===== src/rtl/wp_pkg.sv =====
package wp_pkg;
  localparam int KEY_LEN = 3;
  localparam int KEY_W   = 8;
  // index 0 is the first byte expected
  localparam logic [KEY_LEN-1:0][KEY_W-1:0] KEY_SEQ = {8'h88, 8'h16, 8'h59};
  localparam int PTR_W = (KEY_LEN > 1) ? $clog2(KEY_LEN) : 1;
  typedef logic [PTR_W-1:0] key_ptr_t;
endpackage


===== src/rtl/wp_key_seq.sv =====
module wp_key_seq
  import wp_pkg::*;
(
  input  logic             clk_i,
  input  logic             rst_ni,
  input  logic             key_wr_i,
  input  logic [KEY_W-1:0] key_byte_i,
  output logic             open_o
);
  localparam key_ptr_t LAST = key_ptr_t'(KEY_LEN - 1);

  key_ptr_t ptr_q, ptr_d;
  logic     open_q, open_d;

  always_comb begin
    ptr_d  = ptr_q;
    open_d = open_q;
    if (key_wr_i) begin
      if (open_q) begin
        open_d = 1'b0;          // any key write re-arms
        ptr_d  = '0;
      end else if (key_byte_i == KEY_SEQ[ptr_q]) begin
        if (ptr_q == LAST) begin
          open_d = 1'b1;
          ptr_d  = '0;
        end else begin
          ptr_d = ptr_q + key_ptr_t'(1);
        end
      end else if (key_byte_i == KEY_SEQ[0]) begin
        ptr_d = key_ptr_t'(1);  // restart counts as step one
      end else begin
        ptr_d = '0;
      end
    end
  end

  always_ff @(posedge clk_i or negedge rst_ni) begin
    if (!rst_ni) begin
      ptr_q  <= '0;
      open_q <= 1'b0;
    end else begin
      ptr_q  <= ptr_d;
      open_q <= open_d;
    end
  end

  assign open_o = open_q;
endmodule


===== src/rtl/wp_prot_match.sv =====
module wp_prot_match #(
  parameter int ADDR_W = 12,
  parameter int DATA_W = 32,
  parameter int N_PROT = 6,
  parameter logic [N_PROT-1:0][ADDR_W-1:0] PROT_ADDR = '0,
  parameter logic [N_PROT-1:0][DATA_W-1:0] PROT_MASK = '0
) (
  input  logic [ADDR_W-1:0] addr_i,
  output logic [DATA_W-1:0] mask_o
);
  logic [N_PROT-1:0][DATA_W-1:0] hit_mask;

  for (genvar i = 0; i < N_PROT; i++) begin : g_ent
    assign hit_mask[i] = (addr_i == PROT_ADDR[i]) ? PROT_MASK[i] : '0;
  end

  always_comb begin
    mask_o = '0;
    for (int i = 0; i < N_PROT; i++) mask_o |= hit_mask[i];
  end
endmodule


===== src/rtl/wp_unlock_ctrl.sv =====
module wp_unlock_ctrl
  import wp_pkg::*;
#(
  parameter int ADDR_W = 12,
  parameter int DATA_W = 32,
  parameter logic [ADDR_W-1:0] KEY_ADDR = 12'h100,
  parameter int N_PROT = 6,
  parameter logic [N_PROT-1:0][ADDR_W-1:0] PROT_ADDR =
    {12'h208, 12'h200, 12'h024, 12'h018, 12'h010, 12'h008},
  parameter logic [N_PROT-1:0][DATA_W-1:0] PROT_MASK =
    {32'h0000_0001, 32'hFFFF_FFBF, 32'hFFFF_FFFF,
     32'hFFFF_FFFF, 32'hFFFF_FFFF, 32'hFFFF_FFFF}
) (
  input  logic              clk_i,
  input  logic              rst_ni,
  input  logic [ADDR_W-1:0] addr_i,
  input  logic [DATA_W-1:0] wdata_i,
  input  logic              we_i,
  output logic [DATA_W-1:0] rdata_o,
  output logic [DATA_W-1:0] wr_allow_o,
  output logic              wr_drop_o,
  output logic              unlocked_o
);
  logic              key_hit;
  logic              key_wr;
  logic              open;
  logic [DATA_W-1:0] prot_mask;

  assign key_hit = (addr_i == KEY_ADDR);
  assign key_wr  = we_i && key_hit;

  wp_key_seq u_seq (
    .clk_i      (clk_i),
    .rst_ni     (rst_ni),
    .key_wr_i   (key_wr),
    .key_byte_i (wdata_i[KEY_W-1:0]),
    .open_o     (open)
  );

  wp_prot_match #(
    .ADDR_W    (ADDR_W),
    .DATA_W    (DATA_W),
    .N_PROT    (N_PROT),
    .PROT_ADDR (PROT_ADDR),
    .PROT_MASK (PROT_MASK)
  ) u_match (
    .addr_i (addr_i),
    .mask_o (prot_mask)
  );

  assign wr_allow_o = open ? '1 : ~prot_mask;
  assign wr_drop_o  = we_i && !open && (|prot_mask);
  assign rdata_o    = key_hit ? {{(DATA_W-1){1'b0}}, open} : '0;
  assign unlocked_o = open;
endmodule


===== config.mk =====
export PLATFORM = sky130hd
export DESIGN_NAME = wp_unlock_ctrl
export DESIGN_NICKNAME = d
export VERILOG_FILES = /design/src/rtl/wp_pkg.sv /design/src/rtl/wp_key_seq.sv /design/src/rtl/wp_prot_match.sv /design/src/rtl/wp_unlock_ctrl.sv
export SDC_FILE = /design/constraint.sdc
export NUM_CORES = 1
export LEC_CHECK = 0
export BUFFER_PORTS_ARGS = -buffer_cell sky130_fd_sc_hd__buf_2
export CORE_AREA = 2 2 54 56
export DETAILED_ROUTE_END_ITERATION = 12
export DIE_AREA = 0 0 56 58
export GPL_TIMING_DRIVEN = 0
export PLACE_DENSITY = 0.8
export SLEW_MARGIN = 20
export SYNTH_ARGS = -nofsm -noshare
export SYNTH_HDL_FRONTEND = slang
export SYNTH_SLANG_ARGS = --single-unit

===== constraint.sdc =====
create_clock -name clk_i -period 4.8 [get_ports clk_i]
set_clock_uncertainty 0.15 [all_clocks]
set_input_delay 0.24 -clock clk_i [delete_from_list [all_inputs] [get_ports clk_i]]
set_output_delay 0.24 -clock clk_i [all_outputs]
set_load 0.02 [all_outputs]

**Word-level counts from Yosys, hierarchy flattened**

Index checks and enable logic that the tools add are counted.

- Register bits: 3
- Output and inout port bits: 66
- Logic and storage cells: 42

- Add/sub/neg operators: 1
- Magnitude comparators: 1
- Equal/unequal tests: 10
- Multiplexer cells: 17
- Bitwise logic cells: 6
- Reductions and logical operators: 5

Operator list:

| kind | number |
|---|---|
| 2-to-1 mux 32 bit | 6 |
| OR 32 bit | 5 |
| inverter 32 bit | 1 |
| OR reduction 32 bit | 1 |
| equality test 12 x 10 -> 1 bit (second input constant) | 2 |
| equality test 12 x 5 -> 1 bit (second input constant) | 2 |
| binary-select mux 8 bit (select 2 bit) | 1 |
| equality test 12 x 4 -> 1 bit (second input constant) | 1 |
| equality test 12 x 6 -> 1 bit (second input constant) | 1 |
| equality test 12 x 9 -> 1 bit (second input constant) | 1 |
| equality test 8 x 7 -> 1 bit (second input constant) | 1 |
| equality test 8 bit | 1 |
| 2-to-1 mux 8 bit | 1 |
| 2-to-1 mux 1 bit | 6 |
| 2-to-1 mux 2 bit | 3 |
| logical AND 1 bit | 3 |
| less-than comparator 2 x 3 -> 1 bit (second input constant) | 1 |
| adder 2 x 1 -> 2 bit (second input constant) | 1 |
| equality test 2 bit (second input constant) | 1 |
| zero test 1 bit | 1 |

**Longest topological paths before layout**

Gate-level depths: netlist of run 1.

- Word-level depth: 9
- Depth in mapped cells: 5

**Hierarchy**

From an unflattened synthesis of run 1, not the netlist that was laid out.

- Cells, all modules: 157
- Area total of the unflattened synthesis: 1,036.0 um^2

Modules (own cells, without submodules):

| module | instances | cells each | area an instance (um^2) | sequential area each (um^2) |
|---|---|---|---|---|
| wp_unlock_ctrl | 1 | 86 | 488.0 | 0.0 |
| wp_prot_match | 1 | 47 | 334.1 | 0.0 |
| wp_key_seq | 1 | 24 | 214.0 | 75.1 |

**Least setup slack after synthesis of run 1**

No wires, ideal clock.

- Path type: input-to-output
- From: in addr_i[1]
- To: out wr_allow_o[10]
- Data arrival time: 1.745 ns
- Setup slack: 2.665 ns
- Stages on the path: 5
- Path buffers: 1
- Cells stage by stage: nor4_2 > nand2_1 > nor3_2 > nand2b_1 > buf_4

- Longest elaborated chain between the ends: 9

RTL lines:

| item | RTL line | RTL |
|---|---|---|
| from (decl) | wp_unlock_ctrl.sv:16 | `input logic [ADDR_W-1:0] addr_i,` |
| equality test 12 x 4 -> 1 bit / equality test 12 x 5 -> 1 bit (equally long branches) | wp_prot_match.sv:14 | `assign hit_mask[i] = (addr_i == PROT_ADDR[i]) ? PROT_MASK[i] : '0;` |
| 2-to-1 mux 32 bit | wp_prot_match.sv:14 |  |
| OR 32 bit (3 in a row) | wp_prot_match.sv:19 | `for (int i = 0; i < N_PROT; i++) mask_o \|= hit_mask[i];` |
| OR 32 bit * (2 in a row) | wp_prot_match.sv:19 |  |
| inverter 32 bit * | wp_unlock_ctrl.sv:51 | `assign wr_allow_o = open ? '1 : ~prot_mask;` |
| 2-to-1 mux 32 bit * | wp_unlock_ctrl.sv:51 |  |
| to (decl) | wp_unlock_ctrl.sv:20 | `output logic [DATA_W-1:0] wr_allow_o,` |

Every way passes the cells marked *; elsewhere a longest branch is shown, timed or not.

**Worst setup path after layout of run 1**

- From: in addr_i[1]
- To: out wr_allow_o[5]

The elaborated chain is that of the path after synthesis.

==> metrics, run 1 <==
reg2reg start u_seq.ptr_q[1]; final worst-path cycle share 52.6%; hold path startpoint wdata_i[5]; Final Hold Fails 0; post-synthesis compound-gate area fraction 10.4%; largest area contributor in the netlist buf_4; critical path, cell by cell buf_2 -> nor4_2 -> nand2_1 -> nor3_2 -> nand2b_1 -> buf_4 -> buf_2; CTS tree done; VDD IR max 0.0738 mV; mux share of post-synthesis cell area 0%; IO Port Bufs 57; ys async rst share 100%; Chip Height 58 µm; Final Non-Filler Cells 240; WP data arrival 2140 ps; simple-gate share of the synthesized area 26.7%; status completed; Synth top area share 52.1%; reg-to-reg endpoint u_seq.open_o; DIE WIDTH 56 µm; Mapped Area 880 µm²; first-pass GRT wire length 2950 µm; FF+latch count, synth 3; Gate Count Post-Synth 117; worst hold endpoint u_seq.open_o; # diodes 0; CTS Buf Count 3; Site Rows 19; Tightest Hold Check Type input port to register; met2 usage 22.4%; sequential-to-total area share from yosys stat 8.53%; total number of H-tree levels 1; reg2reg path depth 5; nets 257; antenna-violating nets left 0; Crit-path slowest cell nand2b_1; core area 2660 µm²; Worst Setup End Kind primary output; post-synthesis cell type count 33; Req. time, crit path 4410 ps; post-CTS setup buffers 0; leakage 0.000712 µW; initial drt markers 12; slowest stage delay, CP 560 ps; crit path time final 2530 ps; fraction of layout cells with a size suffix above 1 59.3%; DR vias 930; Placed Cells 235; Synth Area in Adders 0%; worst rel slew slack 36.6%; DPL Wire Length 1730 µm; CP bufs+invs 3; setup slack, reg-to-reg 3250 ps; synth top area cells buf_4 52%, dfrtp_1 8.5%, nand2b_1 2.8%; drt pass-1 iters 3; unrepaired setup endpoints after global routing no; Total GRT Usage 11.2%; largest net degree at the start of global routing 31; number of synthesized flops with an enable pin 0; met1 Use GR 10.9%; die area 3250 µm²; clock slew at reported path FFs 40 ps; Worst Setup Path Type input port to primary output; Starting Density 33.0%; top cells by count, synth 61 x buf_4, 6 x nand2_1, 4 x nand2b_1, 4 x nand4_1, 4 x nor2_1; vias in the first global route 714; most frequent cell after synthesis buf_4; IO Count 113; M3 GR Usage 3.79%; Setup crit start kind input port; Worst Tran Pin Value 951 ps; Clk Tree Root Cell clkbuf_4; cell area power density 100 nW/µm²; area grow syn2layout 53.8%; worst hold stages 3; Wirelength per Cell 8.22 µm; GRT overflow 0; Most Crowded Layer GR met2; vias per cell 3.88; crit-path leading delay family simple AND/OR/NAND/NOR gates; most used cell, CP buf_2; average instance area after synthesis 7.52 µm²; Clock Latency Late Sink 230 ps; DRC 0; filler cell count in the final layout 265; Max Buffers Root-to-Sink 2; largest family of logic cells by synthesized area buffers and inverters; max_cap viols 0; GPL Wtd Cong 0.725; xor-xnor portion of the synthesized cell area 0.996%; final number of setup-violating endpoints 0; Final Max Slew Viols 0; DRT Wirelength 1970 µm; initial antenna violation count 0; Primary FF master, synth dfrtp_1; CTS sink cnt 3; Max FO, Critical Path 30; TNS Setup 0 ps; Syn. warnings 0; Fmax achieved 396 MHz
-- report_power, final --
group	internal (µW)	leakage [µW]	switching (µW)
clock network	31.1	0.0000150	12.9
registers	25.4	0.0000419	0.000977
logic	29.3	0.000655	37.0
-- placed cells by master, fill, tap and decap left out, types with 2 or more instances in the layout --
master    count
nor4_1        3
nand2_1       6
o22ai_1       2
conb_1       31
buf_2        57
a21oi_1       3
clkbuf_4      3
nand4_1       4
nand2b_1      4
buf_4        61
nor2_1        4
inv_1         2
nor4b_1       2
and4_1        2
dfrtp_1       3
-- worst register-to-register path, cell delays in order, from the launching register on --
cell     delay [ps]
dfrtp_1         320
buf_4           150
or3b_1          350
a21oi_1         140
o32ai_1         130
o31ai_2         230
-- worst max-delay path by stage --
stage / startpoint / endpoint / slack, ps / depth (start not counted)
after floorplan: addr_i[1] / wr_allow_o[10] / 2670 / 5
after global placement: addr_i[1] / wr_allow_o[23] / 2270 / 7
after detailed placement: addr_i[1] / wr_allow_o[22] / 2230 / 7
after CTS: addr_i[1] / wr_allow_o[22] / 2220 / 7
after global routing: addr_i[1] / wr_allow_o[23] / 2040 / 7
final: addr_i[1] / wr_allow_o[5] / 2270 / 7
-- final cells by class --
class	count	area (µm²)	share of cell area, %
flip-flops and latches	3	75.1	5.55
plain buffers	61	458	33.9
inverters	2	7.51	0.555
multi-input cells	81	452	33.4
clock buffers	4	26.3	1.94
repair buffers	58	295	21.8
well taps	31	38.8	2.87
-- registers in the layout (all words and copies together) (netlist names) --
signal and flops:
u_seq.open_o 1, u_seq.ptr_q 2
-- stage by stage --
| step | setup WS, ps | area, µm² | power (µW) | util, % | hold slack (ps) |
|---|---|---|---|---|---|
| 2_1_floorplan | 2670 | 992 | 75.2 | - | -206 |
| 3_3_place_gp | 2270 | 1320 | 90.1 | 49.4 | -114 |
| 3_5_place_dp | 2230 | 1320 | 90.5 | 49.4 | -111 |
| 4_1_cts | 2220 | 1350 | 137 | 50.8 | 133 |
| 5_1_grt | 2040 | 1350 | 149 | 50.8 | 134 |
| 6_report | 2270 | 1350 | 136 | 50.8 | 143 |
-- what timing repair did --
item | 4_1_cts | 5_1_grt
hold endpoints to repair | 3 | 0
hold buffers | 1 | 0
resized for setup | 0 | 0
-- metal layers --
layer  wire length, µm  vias to the layer above
met5                 0                        -
met4                 0                        0
met3               163                        0
met2              1090                       35
met1               720                      396
li1                  -                      499
-- cell families after synthesis --
kind of cell,after synthesis
AOI/OAI and AO/OA,13
xor gates and xnor gates,1
buffers and inverters,63
DFF,3
other,1
and+or+nand+nor,36
Power figures use the tool's default switching activity.
==> inputs of run 2 (changes only) <==
CORE_AREA = 2 2 59 61   (was 2 2 54 56)
DIE_AREA = 0 0 61 63   (was 0 0 56 58)
PLACE_DENSITY = 0.71   (was 0.8)
clock period = 2.13 ns   (was 4.8 ns; I/O delays follow)
==> metrics, run 2 (synthesized netlist as in run 1, its figures left out) <==
first-pass GRT wire length 3020 µm (+2.3%); worst hold stages 3 (unchanged); core area 3230 µm² (+21%); CTS tree done; CTS sink cnt 3 (unchanged); DRT Wirelength 2030 µm (+2.7%); Worst Setup End Kind primary output; DIE WIDTH 61 µm (+8.9%); Worst Setup Path Type register to primary output; hold path startpoint wdata_i[5]; antenna-violating nets left 0 (unchanged); initial antenna violation count 0 (unchanged); CTS Buf Count 3 (unchanged); DRC 0 (unchanged); Site Rows 21 (+2); status completed; max_cap viols 0 (unchanged); largest net degree at the start of global routing 31 (unchanged); Placed Cells 250 (+6.4%); die area 3840 µm² (+18%); Hold Slack 9.16 ps (-134 ps); reg2reg path depth 5 (unchanged); Final Non-Filler Cells 256 (+6.7%); Max FO, Critical Path 30 (unchanged); Tightest Hold Check Type input port to register; total number of H-tree levels 1 (unchanged); cell area power density 224 nW/µm² (+120%); critical path, cell by cell nor3_2 -> nand2b_4 -> buf_4 -> buf_2; Total GRT Usage 9.73% (-1.5 points); worst hold endpoint u_seq.open_o; Final Max Slew Viols 0 (unchanged); # diodes 0 (unchanged); Wirelength per Cell 7.91 µm (-3.7%); most frequent cells in the layout 61 x buf_4, 57 x buf_2, 31 x conb_1; Crit-path slowest cell dfrtp_1; Starting Density 27.2% (-5.8 points); clock slew at reported path FFs 40 ps (about the same); vias in the first global route 704 (-1.4%); Chip Height 63 µm (+8.6%); Final Hold Fails 0 (unchanged); Tot Pwr 311 µW (+130%); Fmax achieved 527 MHz; slowest stage delay, CP 430 ps (-130 ps); Req. time, crit path 1870 ps (-2540 ps); vias per cell 3.58 (-7.7%); fraction of layout cells with a size suffix above 1 59.5% (+0.19 points); area grow syn2layout 57.9%; post-CTS setup buffers 0 (unchanged); most common cell after layout, fill and taps aside buf_4; fin worst setup slack 233 ps (-2040 ps); setup slack, reg-to-reg 590 ps (-2660 ps); initial drt markers 65 (+53); GPL Wtd Cong 0.681 (-6.1%); max reg flops 2 (unchanged); crit path time final 1900 ps; reg2reg start u_seq.ptr_q[1]; Max Buffers Root-to-Sink 2 (unchanged); IO Port Bufs 57 (unchanged); unrepaired setup endpoints after global routing no; final number of setup-violating endpoints 0 (unchanged); Post-Place Setup Slack -181 ps (-2410 ps); nets 258 (+0.39%); GRT overflow 0 (unchanged); Reg with most FFs u_seq.ptr_q; Clock Latency Late Sink 230 ps (about the same); Setup crit start kind register; Clk Tree Root Cell clkbuf_4; reg-to-reg endpoint u_seq.open_o; drt pass-1 iters 4 (+1); DR vias 916 (-1.5%); leakage 0.000724 µW (+1.8%); final worst-path cycle share 89.1%; WP data arrival 1640 ps (-500 ps); IO Count 113 (unchanged); DPL Wire Length 1730 µm (about the same); VDD IR max 0.0679 mV (-7.9%)
-- run 2: cell count changes in the layout (fill, tap and decap cells not counted), sizes merged --
cell and change:
dlygate4sd3 +1
-- run 2: report_power, final --
group	leakage (µW)	total [µW]	switching, µW	internal, µW
logic	0.000668	152	84.2	67.9
registers	0.0000419	57.3	0.00213	57.3
clock network	0.0000150	101	31.0	70.3
-- run 2: timing repair --
action,in CTS,in global routing
setup endpoints to repair,30,29
hold buffers,2,0
resized for setup,1,1
endpoints found under the hold margin,4,0
-- run 2: critical path: cells and delay by family, from the launching register on --
| family | cells | cell delay (ps) |
|---|---|---|
| and+or+nand+nor | 2 | 620 |
| DFF | 1 | 430 |
| buffers and inverters | 2 | 350 |
-- run 2: per-stage QoR --
stage	instance area (µm²)	util (%)	TNS, ps
3_5_place_dp	1340	41.3	-5190
3_3_place_gp	1340	41.3	-5280
2_1_floorplan	992	-	0
4_1_cts	1380	42.8	0
6_report	1390	43.0	0
5_1_grt	1390	43.0	0
-- run 2: metal layers --
metal  global-route usage, %  up-vias  routed length (µm)  share of wire [%]
li1                        -      503                   -                  -
met2                    17.5       36                1030                 51
met3                    1.24        0                 126                6.2
met4                    3.26        0                   0                  0
met5                       0        -                   0                  0
met1                    11.4      377                 867                 43
-- run 2: final cells by class --
cell class	instances	area, µm²
Fill cell	349	1840
Multi-Input combinational cell	81	459
Buffer	61	458
Timing Repair Buffer	59	305
Sequential cell	3	75.1
Tap cell	46	57.6
Clock buffer	4	26.3
Inverter	2	7.51
-- run 2: worst max-delay path by stage --
stage | slack [ps] | from | cells past startpoint | end
global placement | -180 | addr_i[1] | 7 | wr_allow_o[21]
CTS | 80 | u_seq.open_o | 4 | wr_allow_o[12]
floorplan | 260 | u_seq.open_o | 3 | wr_allow_o[10]
global route | 60 | addr_i[1] | 7 | wr_allow_o[14]
finish | 230 | u_seq.open_o | 4 | wr_allow_o[9]
detailed placement | -180 | addr_i[1] | 7 | wr_allow_o[12]
